==> config.mk <==
export PLATFORM = sky130hd
export DESIGN_NAME = modptr_agen
export DESIGN_NICKNAME = d
export VERILOG_FILES = /design/src/rtl/modptr_pkg.sv /design/src/rtl/modptr_step.sv /design/src/rtl/modptr_bank.sv /design/src/rtl/modptr_agen.sv
export SDC_FILE = /design/constraint.sdc
export NUM_CORES = 1
export LEC_CHECK = 0
export ABC_AREA = 1
export BUFFER_PORTS_ARGS = -buffer_cell sky130_fd_sc_hd__buf_2
export CAP_MARGIN = 5
export CORE_MARGIN = 3
export CORE_UTILIZATION = 55
export CTS_CLUSTER_SIZE = 10
export DETAILED_ROUTE_END_ITERATION = 12
export GPL_TIMING_DRIVEN = 0
export PLACE_DENSITY = 0.79
export SYNTH_ARGS = -nofsm -noshare
export SYNTH_HDL_FRONTEND = slang
export SYNTH_SLANG_ARGS = --single-unit
==> constraint.sdc <==
create_clock -name clk -period 2.13 [get_ports clk]
set_clock_uncertainty 0.15 [all_clocks]
set_input_delay 0 -clock clk [delete_from_list [all_inputs] [get_ports clk]]
set_output_delay 0 -clock clk [all_outputs]
set_load 0.005 [all_outputs]
==> src/rtl/modptr_pkg.sv <==
package modptr_pkg;

    typedef enum logic [1:0] {
        MODE_HOLD    = 2'd0,
        MODE_STEP    = 2'd1,
        MODE_RING_DN = 2'd2,
        MODE_RING_UP = 2'd3
    } ptr_mode_e;

endpackage

==> src/rtl/modptr_step.sv <==
module modptr_step
    import modptr_pkg::*;
#(
    parameter int PTR_W  = 8,
    parameter int SIZE_W = 3
) (
    input  logic [PTR_W-1:0]  cur,
    input  ptr_mode_e         mode,
    input  logic [SIZE_W-1:0] ring_log2,
    output logic [PTR_W-1:0]  nxt
);

    localparam logic [PTR_W-1:0] ONE = {{(PTR_W-1){1'b0}}, 1'b1};

    logic [PTR_W-1:0] win_mask;
    logic [PTR_W-1:0] plus_one;
    logic [PTR_W-1:0] minus_one;
    logic             ring_off;

    always_comb begin
        win_mask  = (ONE << ring_log2) - ONE;
        plus_one  = cur + ONE;
        minus_one = cur - ONE;
        ring_off  = (ring_log2 == '0);
        unique case (mode)
            MODE_HOLD:    nxt = cur;
            MODE_STEP:    nxt = plus_one;
            MODE_RING_DN: nxt = ring_off ? minus_one
                                         : ((cur & ~win_mask) | (minus_one & win_mask));
            MODE_RING_UP: nxt = ring_off ? plus_one
                                         : ((cur & ~win_mask) | (plus_one & win_mask));
            default:      nxt = cur;
        endcase
    end

    always_comb begin
        if (mode == MODE_STEP) begin
            assert_step_plain_R4: assert (PTR_W'(nxt - cur) == ONE)
                else $error("step mode did not advance by one");
        end
        if ((mode == MODE_RING_UP || mode == MODE_RING_DN) && ring_log2 != '0) begin
            assert_ring_high_fixed_R5: assert (((nxt ^ cur) >> ring_log2) == '0)
                else $error("ring mode disturbed bits above the window");
        end
        if (mode == MODE_RING_UP && ring_log2 == '0) begin
            assert_ring_zero_up_R7: assert (PTR_W'(nxt - cur) == ONE)
                else $error("size zero ring-up is not a plain increment");
        end
        if (mode == MODE_RING_DN && ring_log2 == '0) begin
            assert_ring_zero_dn_R7: assert (PTR_W'(cur - nxt) == ONE)
                else $error("size zero ring-down is not a plain decrement");
        end
    end

endmodule

==> src/rtl/modptr_bank.sv <==
module modptr_bank #(
    parameter int NPTR  = 4,
    parameter int PTR_W = 8,
    localparam int SEL_W = (NPTR > 1) ? $clog2(NPTR) : 1
) (
    input  logic             clk,
    input  logic             rst_n,
    input  logic             upd_en,
    input  logic [SEL_W-1:0] upd_sel,
    input  logic [PTR_W-1:0] upd_val,
    input  logic             wr_en,
    input  logic [SEL_W-1:0] wr_sel,
    input  logic [PTR_W-1:0] wr_data,
    output logic [PTR_W-1:0] ptr_o [NPTR]
);

    typedef struct packed {
        logic [NPTR-1:0][PTR_W-1:0] ptr;
    } bank_state_t;

    bank_state_t st_d, st_q;

    always_comb begin
        st_d = st_q;
        for (int i = 0; i < NPTR; i++) begin
            if (wr_en && wr_sel == SEL_W'(i)) begin
                st_d.ptr[i] = wr_data;
            end else if (upd_en && upd_sel == SEL_W'(i)) begin
                st_d.ptr[i] = upd_val;
            end
        end
    end

    always_ff @(posedge clk) begin
        if (!rst_n) begin
            st_q <= '0;
        end else begin
            st_q <= st_d;
        end
    end

    for (genvar g = 0; g < NPTR; g++) begin : g_out
        assign ptr_o[g] = st_q.ptr[g];

        assert_load_wins_R8: assert property (@(posedge clk) disable iff (!rst_n)
            (wr_en && wr_sel == SEL_W'(g)) |=> (st_q.ptr[g] == $past(wr_data)))
            else $error("direct load not captured");

        assert_untouched_stable_R9: assert property (@(posedge clk) disable iff (!rst_n)
            (!(wr_en && wr_sel == SEL_W'(g)) && !(upd_en && upd_sel == SEL_W'(g)))
            |=> $stable(st_q.ptr[g]))
            else $error("unaddressed pointer changed");
    end

endmodule

==> src/rtl/modptr_agen.sv <==
module modptr_agen
    import modptr_pkg::*;
(
    input  logic       clk,
    input  logic       rst_n,
    input  logic       acc_valid,
    input  logic [0:0] acc_bank,
    input  logic [1:0] acc_sel,
    input  logic [1:0] acc_mode,
    input  logic [2:0] loop_size,
    output logic [7:0] ram_addr,
    input  logic       ld_en,
    input  logic [0:0] ld_bank,
    input  logic [1:0] ld_sel,
    input  logic [7:0] ld_data
);

    localparam int NUM_BANKS = 2;
    localparam int NPTR      = 4;
    localparam int PTR_W     = 8;
    localparam int SIZE_W    = 3;
    localparam int BANK_W    = $clog2(NUM_BANKS);
    localparam int SEL_W     = $clog2(NPTR);
    localparam int ALL_W     = NUM_BANKS * NPTR * PTR_W;

    logic [PTR_W-1:0] bank_ptrs [NUM_BANKS][NPTR];
    logic [PTR_W-1:0] cur_ptr;
    logic [PTR_W-1:0] next_ptr;
    logic [ALL_W-1:0] all_ptrs;
    ptr_mode_e        mode_e;

    assign mode_e   = ptr_mode_e'(acc_mode);
    assign cur_ptr  = bank_ptrs[acc_bank][acc_sel];
    assign ram_addr = cur_ptr;

    modptr_step #(
        .PTR_W  (PTR_W),
        .SIZE_W (SIZE_W)
    ) u_step (
        .cur       (cur_ptr),
        .mode      (mode_e),
        .ring_log2 (loop_size),
        .nxt       (next_ptr)
    );

    for (genvar b = 0; b < NUM_BANKS; b++) begin : g_bank
        logic upd_hit;
        logic wr_hit;
        assign upd_hit = acc_valid && (acc_bank == BANK_W'(b));
        assign wr_hit  = ld_en && (ld_bank == BANK_W'(b));

        modptr_bank #(
            .NPTR  (NPTR),
            .PTR_W (PTR_W)
        ) u_bank (
            .clk     (clk),
            .rst_n   (rst_n),
            .upd_en  (upd_hit),
            .upd_sel (acc_sel[SEL_W-1:0]),
            .upd_val (next_ptr),
            .wr_en   (wr_hit),
            .wr_sel  (ld_sel[SEL_W-1:0]),
            .wr_data (ld_data),
            .ptr_o   (bank_ptrs[b])
        );

        for (genvar p = 0; p < NPTR; p++) begin : g_flat
            assign all_ptrs[(b*NPTR+p)*PTR_W +: PTR_W] = bank_ptrs[b][p];
        end
    end

    assert_idle_stable_R10: assert property (@(posedge clk) disable iff (!rst_n)
        (!acc_valid && !ld_en) |=> $stable(all_ptrs))
        else $error("pointer state changed on an idle cycle");

    assert_hold_mode_R3: assert property (@(posedge clk) disable iff (!rst_n)
        (acc_valid && acc_mode == 2'd0 && !ld_en) |=> $stable(all_ptrs))
        else $error("hold access altered pointer state");

endmodule

==> metrics.txt, run 1 <==
TritonCTS clock tree built; Slew HR 15.9%; reg2reg end g_bank[0].u_bank.ptr_o[28]; Die Height between 90 and 100 um; Pwr Total 3.26 mW; GRT overflow 0; final net count around 840; die footprint 9130 um^2; initial antenna violation count 0; clk_lat worst skew 0.35 ns; fin worst setup slack -0.0195 ns; Post-synth EDFFs 0; Die Wd 95.6 um; Worst Hold Class input port to register; crit path time final 2.15 ns; CTS sink count 64; std cell rows 32; first-pass GRT wire length 21.9 mm; max-cap violation count 0; kind of critical path register to register; placed cell area 4670 um^2; via/cell ratio about 5.7; Max Clock Freq between 400 and 500 MHz; CP Data Required Time 2.19 ns; async set or reset register ratio after synthesis 0%; failing checks negative setup slack; hold path cells 6; vias after detailed routing 5217; element type at the critical path start register; # IOs 31; dpl ws -0.545 ns; total iterations of the first detailed-routing run 6; Worst Hold Endpoint g_bank[0].u_bank.ptr_o[0]; P&R area growth vs syn 24.5%; final hold vios 0; DRC 0; share of cells above drive strength 1 about a quarter; R2R cell count 15; status finished with violations; Final setup viols 3; FF-to-FF setup slack -0.02 ns; Final Core Density 70.7%; CP Capture Type register; register area share after synthesis approximately 29%; wire per inst 16.0 um; Pwr Density 593 nW/um^2; max reg flops 64; H-tree levels 3; Yosys top cell by area dfxtp_1; Worst-Margin Slew 1.25 ns; register bit total from synthesis 64; post-synth top area share around 29%; vias in the first global route 4652; routability cong. 0.887; antenna fix cells 0; Gate Count Post-Synth approximately 750; cell with the most instances after synthesis nand2_1; Num CTS Buffers 9; reg2reg start g_bank[0].u_bank.ptr_o[1]; final instance area 5490 um^2; unrepaired setup endpoints after global routing true; Slew Viols, Final 0; Root Driver clkbuf_8; Yosys cell types 28; synthesized area per cell 5.91 um^2; Mapped Nets 772; Clock Tree Buf Depth 2; CP arrival 2.21 ns; largest net degree at the start of global routing 11; DR iter-0 viols approximately 600; maximum vdd drop 512 uV; top_reg_cell synth dfxtp_1; Port Buf Inserts 27; hold path startpoint ld_bank; Period Utilization, post-route 101%; static leakage 2.38 nW; Critical Path Fanout Max 8; Mapped Area 4410 um^2; Core Box Area 7770 um^2; Detailed Route WL roughly 15 mm; top cells by count, synth nand2_1, inv_1, dfxtp_1; Synthesis Warnings 0; Detail Placement HPWL 10.0 mm; post-route antenna net violation count 0; gr usage total 30.8%; Synth area leaders dfxtp_1, nand2_1, inv_1; Initial Utilization between 50% and 60%; CTS clk-pin slew, worst paths 0.07 ns
cells in the final DEF (no fill, tap or decap), types with 15 or more instances in the layout:
master / n
a21oi_2: 15
nand2_2: 32
nand3_1: 36
nand2_1: 191
o22ai_1: 44
nor2_1: 42
dfxtp_1: 52
buf_4: 17
buf_2: 27
inv_1: 148
a31oi_1: 17
a21oi_1: 41
per-stage QoR:
step | std cells | hold WS, ns | setup TNS (ns)
3_3_place_gp | 875 | 0.209 | -9.09
6_report | 914 | 0.0144 | -0.0250
2_1_floorplan | 746 | 0.0417 | 0
4_1_cts | 899 | 0.00218 | 0
5_1_grt | 914 | 0.0326 | -2.07
3_5_place_dp | 875 | 0.203 | -11.49
layer usage:
layer,vias to the layer above,GRT usage (%),part of all wire (%)
met4,0,13.9,2.6
met5,-,0,0
met1,2404,37.7,40
met2,296,51.8,49
met3,41,5.92,8.5
li1,2476,-,-
critical path, stage by stage, from the launching register on:
cell and delay [ns]:
dfxtp_2 0.33, inv_1 0.04, nand2_1 0.09, nand3_2 0.11, nand2_2 0.13, inv_2 0.06, nand2_4 0.10, ha_4 0.18
nand3_2 0.09, nand2_2 0.08, inv_2 0.04, o21ai_2 0.15, nand4_2 0.14, buf_12 0.18, nand2_1 0.06, a21oi_1 0.06
cell type report:
cell class,count,area (um^2)
Sequential cell,64,1300
Multi-Input combinational cell,503,2800
Fill cell,664,2270
Buffer,15,101
Clock inverter,3,42.5
Inverter,164,623
Timing Repair Buffer,52,355
Tap cell,102,128
Clock buffer,11,151
logic make-up after synthesis:
group	after synthesis	synth area share (%)
AOI/OAI and AO/OA	137	17.4
DFF	64	29.0
and+or+nand+nor	360	35.8
xor gates and xnor gates	3	0.596
adders and majority gates	3	0.851
buffers and inverters	179	16.3
worst max-delay path by stage:
stage | startpoint | endpoint | cells after the start
after floorplan | g_bank[1].u_bank.ptr_o[24] | g_bank[0].u_bank.ptr_o[2] | 12
after global placement | acc_bank | g_bank[0].u_bank.ptr_o[2] | 14
after detailed placement | acc_bank | g_bank[0].u_bank.ptr_o[2] | 14
after CTS | g_bank[0].u_bank.ptr_o[16] | g_bank[1].u_bank.ptr_o[12] | 16
after global routing | g_bank[0].u_bank.ptr_o[1] | g_bank[1].u_bank.ptr_o[30] | 14
final | g_bank[0].u_bank.ptr_o[1] | g_bank[0].u_bank.ptr_o[28] | 15
power breakdown:
part           switching, mW  internal (mW)  total, mW
sequential            0.0163           1.24       1.26
combinational          0.614          0.323      0.937
clock                  0.472          0.589       1.06
repair_timing:
item	CTS	global route
pin swaps	6	37
hold buffers	5	0
gates cloned	0	0
endpoints found under the setup margin	32	64
buffers inserted	5	15
endpoints found under the hold margin	16	0
resized for setup	13	120
(Power assumes the default switching activity.)
==> inputs of run 2 (changes only) <==
Settings changed: CELL_PAD_IN_SITES_DETAIL_PLACEMENT from default to 0, CELL_PAD_IN_SITES_GLOBAL_PLACEMENT from default to 1, CORE_UTILIZATION 55 to 38, PLACE_DENSITY 0.79 to 0.78.
==> metrics.txt, run 2 (synthesis gave the netlist of run 1 again) <==
fin worst setup slack 0.00399 ns (+0.0235 ns); Die Wd 114 um (+19%); status finished, final reports clean; CTS clk-pin slew, worst paths 0.05 ns (-0.02 ns); Num CTS Buffers 9 (unchanged); cells along the critical path inv_2 > nand2_2 > nand3_2 > nand2_4 > nor2_4 > inv_4 > ha_4 > nand3_1 > nand2_1 > nand2_1 > nand2_1 > nand2_2 > nand4_4 > nand2_1 > a21oi_1; setup tns final 0 ns (+0.0250 ns); Final setup viols 0 (-3); reg2reg start g_bank[1].u_bank.ptr_o[0]; via/cell ratio 5.31 (-7.0%); final net count 830 (-0.60%); max reg flops 64 (unchanged); kind of critical path register to register; Pwr Total 3.84 mW (+18%); CP peak stage delay 0.32 ns (about the same); Critical Path Fanout Max 8 (unchanged); Core Box Area 11100 um^2 (+43%); Critical Path End g_bank[0].u_bank.ptr_o[22]; Worst Hold Class input port to register; critical path startpoint g_bank[1].u_bank.ptr_o[0]; Initial Utilization 39.8% (-17 points); Die Height 114 um (+19%); Root Driver clkbuf_16; reg2reg end g_bank[0].u_bank.ptr_o[22]; maximum vdd drop 417 uV (-19%); dpl ws -0.564 ns (-0.0194 ns); commonest non-fill, non-tap cell in the layout nand2_1; clk_lat worst skew 0.33 ns (-0.02 ns); die footprint 12900 um^2 (+42%); hold slack 0.00946 ns (-0.00494 ns); Period Utilization, post-route 99.8% (-1.1 points); Max Clock Freq 470 MHz (+1.1%); initial antenna violation count 0 (unchanged); std cell rows 38 (+19%); static leakage 2.38 nW (about the same); share of cells above drive strength 1 22.2% (-2.2 points); most frequent cells in the layout nand2_1, inv_1, dfxtp_1, o22ai_1, nor2_1; GRT overflow 0 (unchanged); P&R area growth vs syn 26.6%; final instance area 5590 um^2 (+1.7%); Slew HR 11.2% (-4.7 points); Detailed Route WL 14.9 mm (+2.0%); largest net degree at the start of global routing 11 (unchanged); crit path time final 2.13 ns (-0.0235 ns); element type at the critical path start register; H-tree levels 3 (unchanged); CP Data Required Time 2.17 ns (-0.02 ns); DRC 0 (unchanged); Clock Tree Buf Depth 2 (unchanged); vias after detailed routing 5030 (-3.6%); Pwr Density 688 nW/um^2 (+16%); unrepaired setup endpoints after global routing true; post-route antenna net violation count 0 (unchanged); Slew Viols, Final 0 (unchanged); Layout Cells excl Fill 948 (+3.7%); total iterations of the first detailed-routing run 5 (-1); wire per inst 15.7 um (-1.7%); vias in the first global route 4535 (-2.5%); CTS sink count 64 (unchanged); Final Core Density 50.4% (-20 points); FF-to-FF setup slack 0.004 ns (+0.02 ns); antenna fix cells 0 (unchanged); R2R cell count 15 (unchanged); Crit path top cell by count nand2_1; final hold vios 0 (unchanged); slowest CP cell dfxtp_2; gr usage total 23.0% (-7.8 points); CP arrival 2.17 ns (-0.04 ns); max-cap violation count 0 (unchanged); first-pass GRT wire length 23.5 mm (+7.3%); Port Buf Inserts 27 (unchanged); # IOs 31 (unchanged); Detail Placement HPWL 10.7 mm (+7.0%); Worst-Margin Slew 1.32 ns (+0.0703 ns); Inst Count DP 913 (+4.3%); CP Capture Type register; routability cong. 0.878 (-0.98%); TritonCTS clock tree built; DR iter-0 viols 326 (-46%); placed cell area 4720 um^2 (+1.0%)
## run 2: changes by cell type in the layout (fill, tap and decap cells not counted), sizes merged
| cell | delta |
|---|---|
| buf | -5 |
| bufinv | +1 |
| clkbuf | +2 |
| clkinv | -1 |
| clkinvlp | -1 |
## run 2: per-layer routing
layer	share of wire (%)	GRT usage, %
met1	45	31.1
met2	47	37.7
met3	6.2	3.40
met4	2.0	7.21
met5	0	0
## run 2: critical path: cells and delay by family, from the launching register on
kind,cells,cell delay [ns]
and+or+nand+nor,11,1.13
buffers and inverters,2,0.13
adders and majority gates,1,0.19
AOI/OAI and AO/OA,1,0.07
DFF,1,0.32
## run 2: repair_timing
action / 4_1_cts / 5_1_grt
pin swaps: 6 / 20
gates cloned: 0 / 0
gates resized for setup: 15 / 97
setup buffers: 6 / 9
hold buffers: 5 / 0
hold endpoints to repair: 15 / 0
setup endpoints to repair: 38 / 63
## run 2: final cells by class
cell class,instances,area [um^2]
repair buffers,47,313
fillers,1140,5490
plain buffers,15,101
clock inverters,2,60.1
multi-input cells,503,2740
clock buffers,13,280
inverters,164,623
flip-flops and latches,64,1290
well taps,140,175
## run 2: report_power, final
part	total [mW]	switching, mW	internal (mW)
logic	0.907	0.598	0.309
registers	1.26	0.0157	1.25
clock network	1.68	0.530	1.15
total	3.84	1.14	2.70
## run 2: how the worst min path moves through the flow
stage | depth (start not counted) | slack, ns | endpoint | startpoint
after floorplan | 2 | 0.04 | g_bank[0].u_bank.ptr_o[16] | rst_n
after detailed placement | 3 | 0.21 | g_bank[0].u_bank.ptr_o[8] | rst_n
after global routing | 5 | 0.03 | g_bank[0].u_bank.ptr_o[1] | ld_sel[1]
after global placement | 3 | 0.22 | g_bank[0].u_bank.ptr_o[17] | rst_n
final | 5 | 0.009 | g_bank[0].u_bank.ptr_o[0] | ld_sel[1]
after CTS | 5 | 0.02 | g_bank[0].u_bank.ptr_o[1] | ld_sel[1]
==> inputs of run 3 (changes only) <==
Settings changed: BUFFER_PORTS_ARGS -buffer_cell sky130_fd_sc_hd__buf_2 to default, CORE_ASPECT_RATIO from default to 1.4, CORE_UTILIZATION 38 to 40, DONT_BUFFER_PORTS from default to 1.
==> metrics.txt, run 3 (synthesis gave the netlist of run 1 again) <==
Slew HR 13.4% (+2.2 points); dpl ws -0.404 ns (+0.160 ns); Die Wd 94.8 um (-17%); largest delay contributor family on the critical path simple AND/OR/NAND/NOR gates; CP bufs+invs 4 (+2); slowest CP cell dfxtp_2; Net Sw Power 1.13 mW (-1.5%); # IOs 31 (unchanged); cells along the critical path inv_2 > nand2_2 > nand3_2 > nand2_4 > nor2_4 > buf_12 > inv_6 > ha_4 > xnor2_1 > o21ai_1 > nand4_1 > buf_6 > a21oi_1 > nor2_1; wire per inst 16.4 um (+4.3%); post-route antenna net violation count 0 (unchanged); die footprint 12300 um^2 (-4.6%); commonest non-fill, non-tap cell in the layout nand2_1; Final setup viols 17 (+17); final net count 803 (-3.3%); first-pass GRT wire length 23.3 mm (-0.91%); CP peak stage delay 0.33 ns (about the same); final hold vios 0 (unchanged); hold slack 0.00263 ns (-0.00683 ns); max reg flops 64 (unchanged); kind of critical path register to register; share of cells above drive strength 1 19.2% (-3.0 points); switching share of power 31.9% (+2.2 points); static leakage 2.23 nW (-6.2%); Clk pwr share 40.1% (-3.5 points); Reg power frac 35.8% (+3.0 points); CP Data Required Time 2.18 ns (about the same); DR iter-0 viols 367 (+13%); Slew Viols, Final 0 (unchanged); Inst Count DP 884 (-3.2%); Core Box Area 10600 um^2 (-4.6%); routability cong. 0.823 (-6.3%); initial antenna violation count 0 (unchanged); status finished with violations; Die Height 130 um (+15%); Int Pwr 2.40 mW (-11%); CP Capture Type register; largest net degree at the start of global routing 11 (unchanged); unrepaired setup endpoints after global routing true; antenna fix cells 0 (unchanged); logic gate share of total power 24.1% (+0.5 points); Critical Path Fanout Max 8 (unchanged); vias after detailed routing 4864 (-3.3%); Clock Tree Buf Depth 2 (unchanged); std cell rows 44 (+16%); most frequent cells in the layout nand2_1, inv_1, dfxtp_1, nor2_1, o22ai_1; Detailed Route WL 15.1 mm (+1.2%); max-cap violation count 0 (unchanged); TritonCTS clock tree built; DRC 0 (unchanged); crit path time final 2.15 ns (+0.0279 ns); Worst-Margin Slew 1.29 ns (-0.0322 ns); P&R area growth vs syn 22.5%; CTS sink count 64 (unchanged); clk_lat worst skew 0.33 ns (about the same); Port Buf Inserts 0 (-100%); Num CTS Buffers 9 (unchanged); CTS clk-pin slew, worst paths 0.05 ns (about the same); via/cell ratio 5.29 (-0.36%); Worst Hold Class input port to register; element type at the critical path start register; failing checks negative setup slack; gr usage total 24.7% (+1.7 points); vias in the first global route 4616 (+1.8%); FF-to-FF setup slack -0.02 ns (-0.03 ns); Layout Cells excl Fill 920 (-3.0%); Detail Placement HPWL 11.1 mm (+3.5%); GRT overflow 0 (unchanged); Period Utilization, post-route 101% (+1.3 points); maximum vdd drop 396 uV (-5.0%); total iterations of the first detailed-routing run 5 (unchanged); Pwr Density 653 nW/um^2 (-5.1%); Max Clock Freq 464 MHz (-1.3%); Initial Utilization 41.7% (+1.9 points); CP arrival 2.20 ns (+0.03 ns); fin worst setup slack -0.0239 ns (-0.0279 ns); Root Driver clkbuf_16; H-tree levels 3 (unchanged)
run 3: through the flow:
step	power (mW)	setup TNS (ns)	instance area (um^2)	utilization, %
floorplan	1.78	0	4410	-
global placement	1.95	-8.08	4580	43.4
detailed placement	1.96	-9.05	4580	43.4
CTS	3.41	0	5060	47.9
global route	3.67	-5.26	5410	51.1
finish	3.53	-0.163	5410	51.1
run 3: per-layer routing:
metal,share of wire [%],wire length (um),global-route usage [%],vias to the layer above
li1,-,-,-,2430
met1,41,6150,28.7,2254
met2,51,7760,45.0,154
met3,5.5,829,4.04,26
met4,2.4,364,9.01,0
met5,0,0,0,-
run 3: power by group through the flow:
| stage | Clock [mW] | Sequential, mW | Combinational [mW] |
|---|---|---|---|
| after floorplan | 0 | 1.28 | 0.496 |
| final | 1.42 | 1.26 | 0.850 |
| after global routing | 1.48 | 1.27 | 0.930 |
| after global placement | 0 | 1.28 | 0.668 |
| after CTS | 1.42 | 1.26 | 0.730 |
| after detailed placement | 0 | 1.29 | 0.677 |
run 3: path summary, 6_finish.rpt:
path	startpoint	end	cells after the start
min	acc_sel[0]	g_bank[0].u_bank.ptr_o[1]	5
max	g_bank[1].u_bank.ptr_o[0]	g_bank[0].u_bank.ptr_o[2]	14
min reg2reg	g_bank[0].u_bank.ptr_o[16]	g_bank[0].u_bank.ptr_o[16]	2
max reg2reg	g_bank[1].u_bank.ptr_o[0]	g_bank[0].u_bank.ptr_o[2]	14
run 3: area by class of cell:
class,instances,area [um^2]
repair buffers,20,199
multi-input cells,503,2730
inverters,164,626
plain buffers,15,101
well taps,138,173
clock inverters,3,15.0
clock buffers,13,270
fillers,1130,5160
flip-flops and latches,64,1290
run 3: worst min-delay path: cells and delay by family:
family	cells	cell delay, ns
simple gates	4	0.36
compound gates	1	0.07
run 3: what timing repair did:
action / 4_1_cts / 5_1_grt
setup endpoints to repair: 33 / 56
endpoints found under the hold margin: 34 / 0
setup buffers: 4 / 6
pin swaps: 6 / 33
hold buffers: 10 / 0
gates resized for setup: 15 / 97
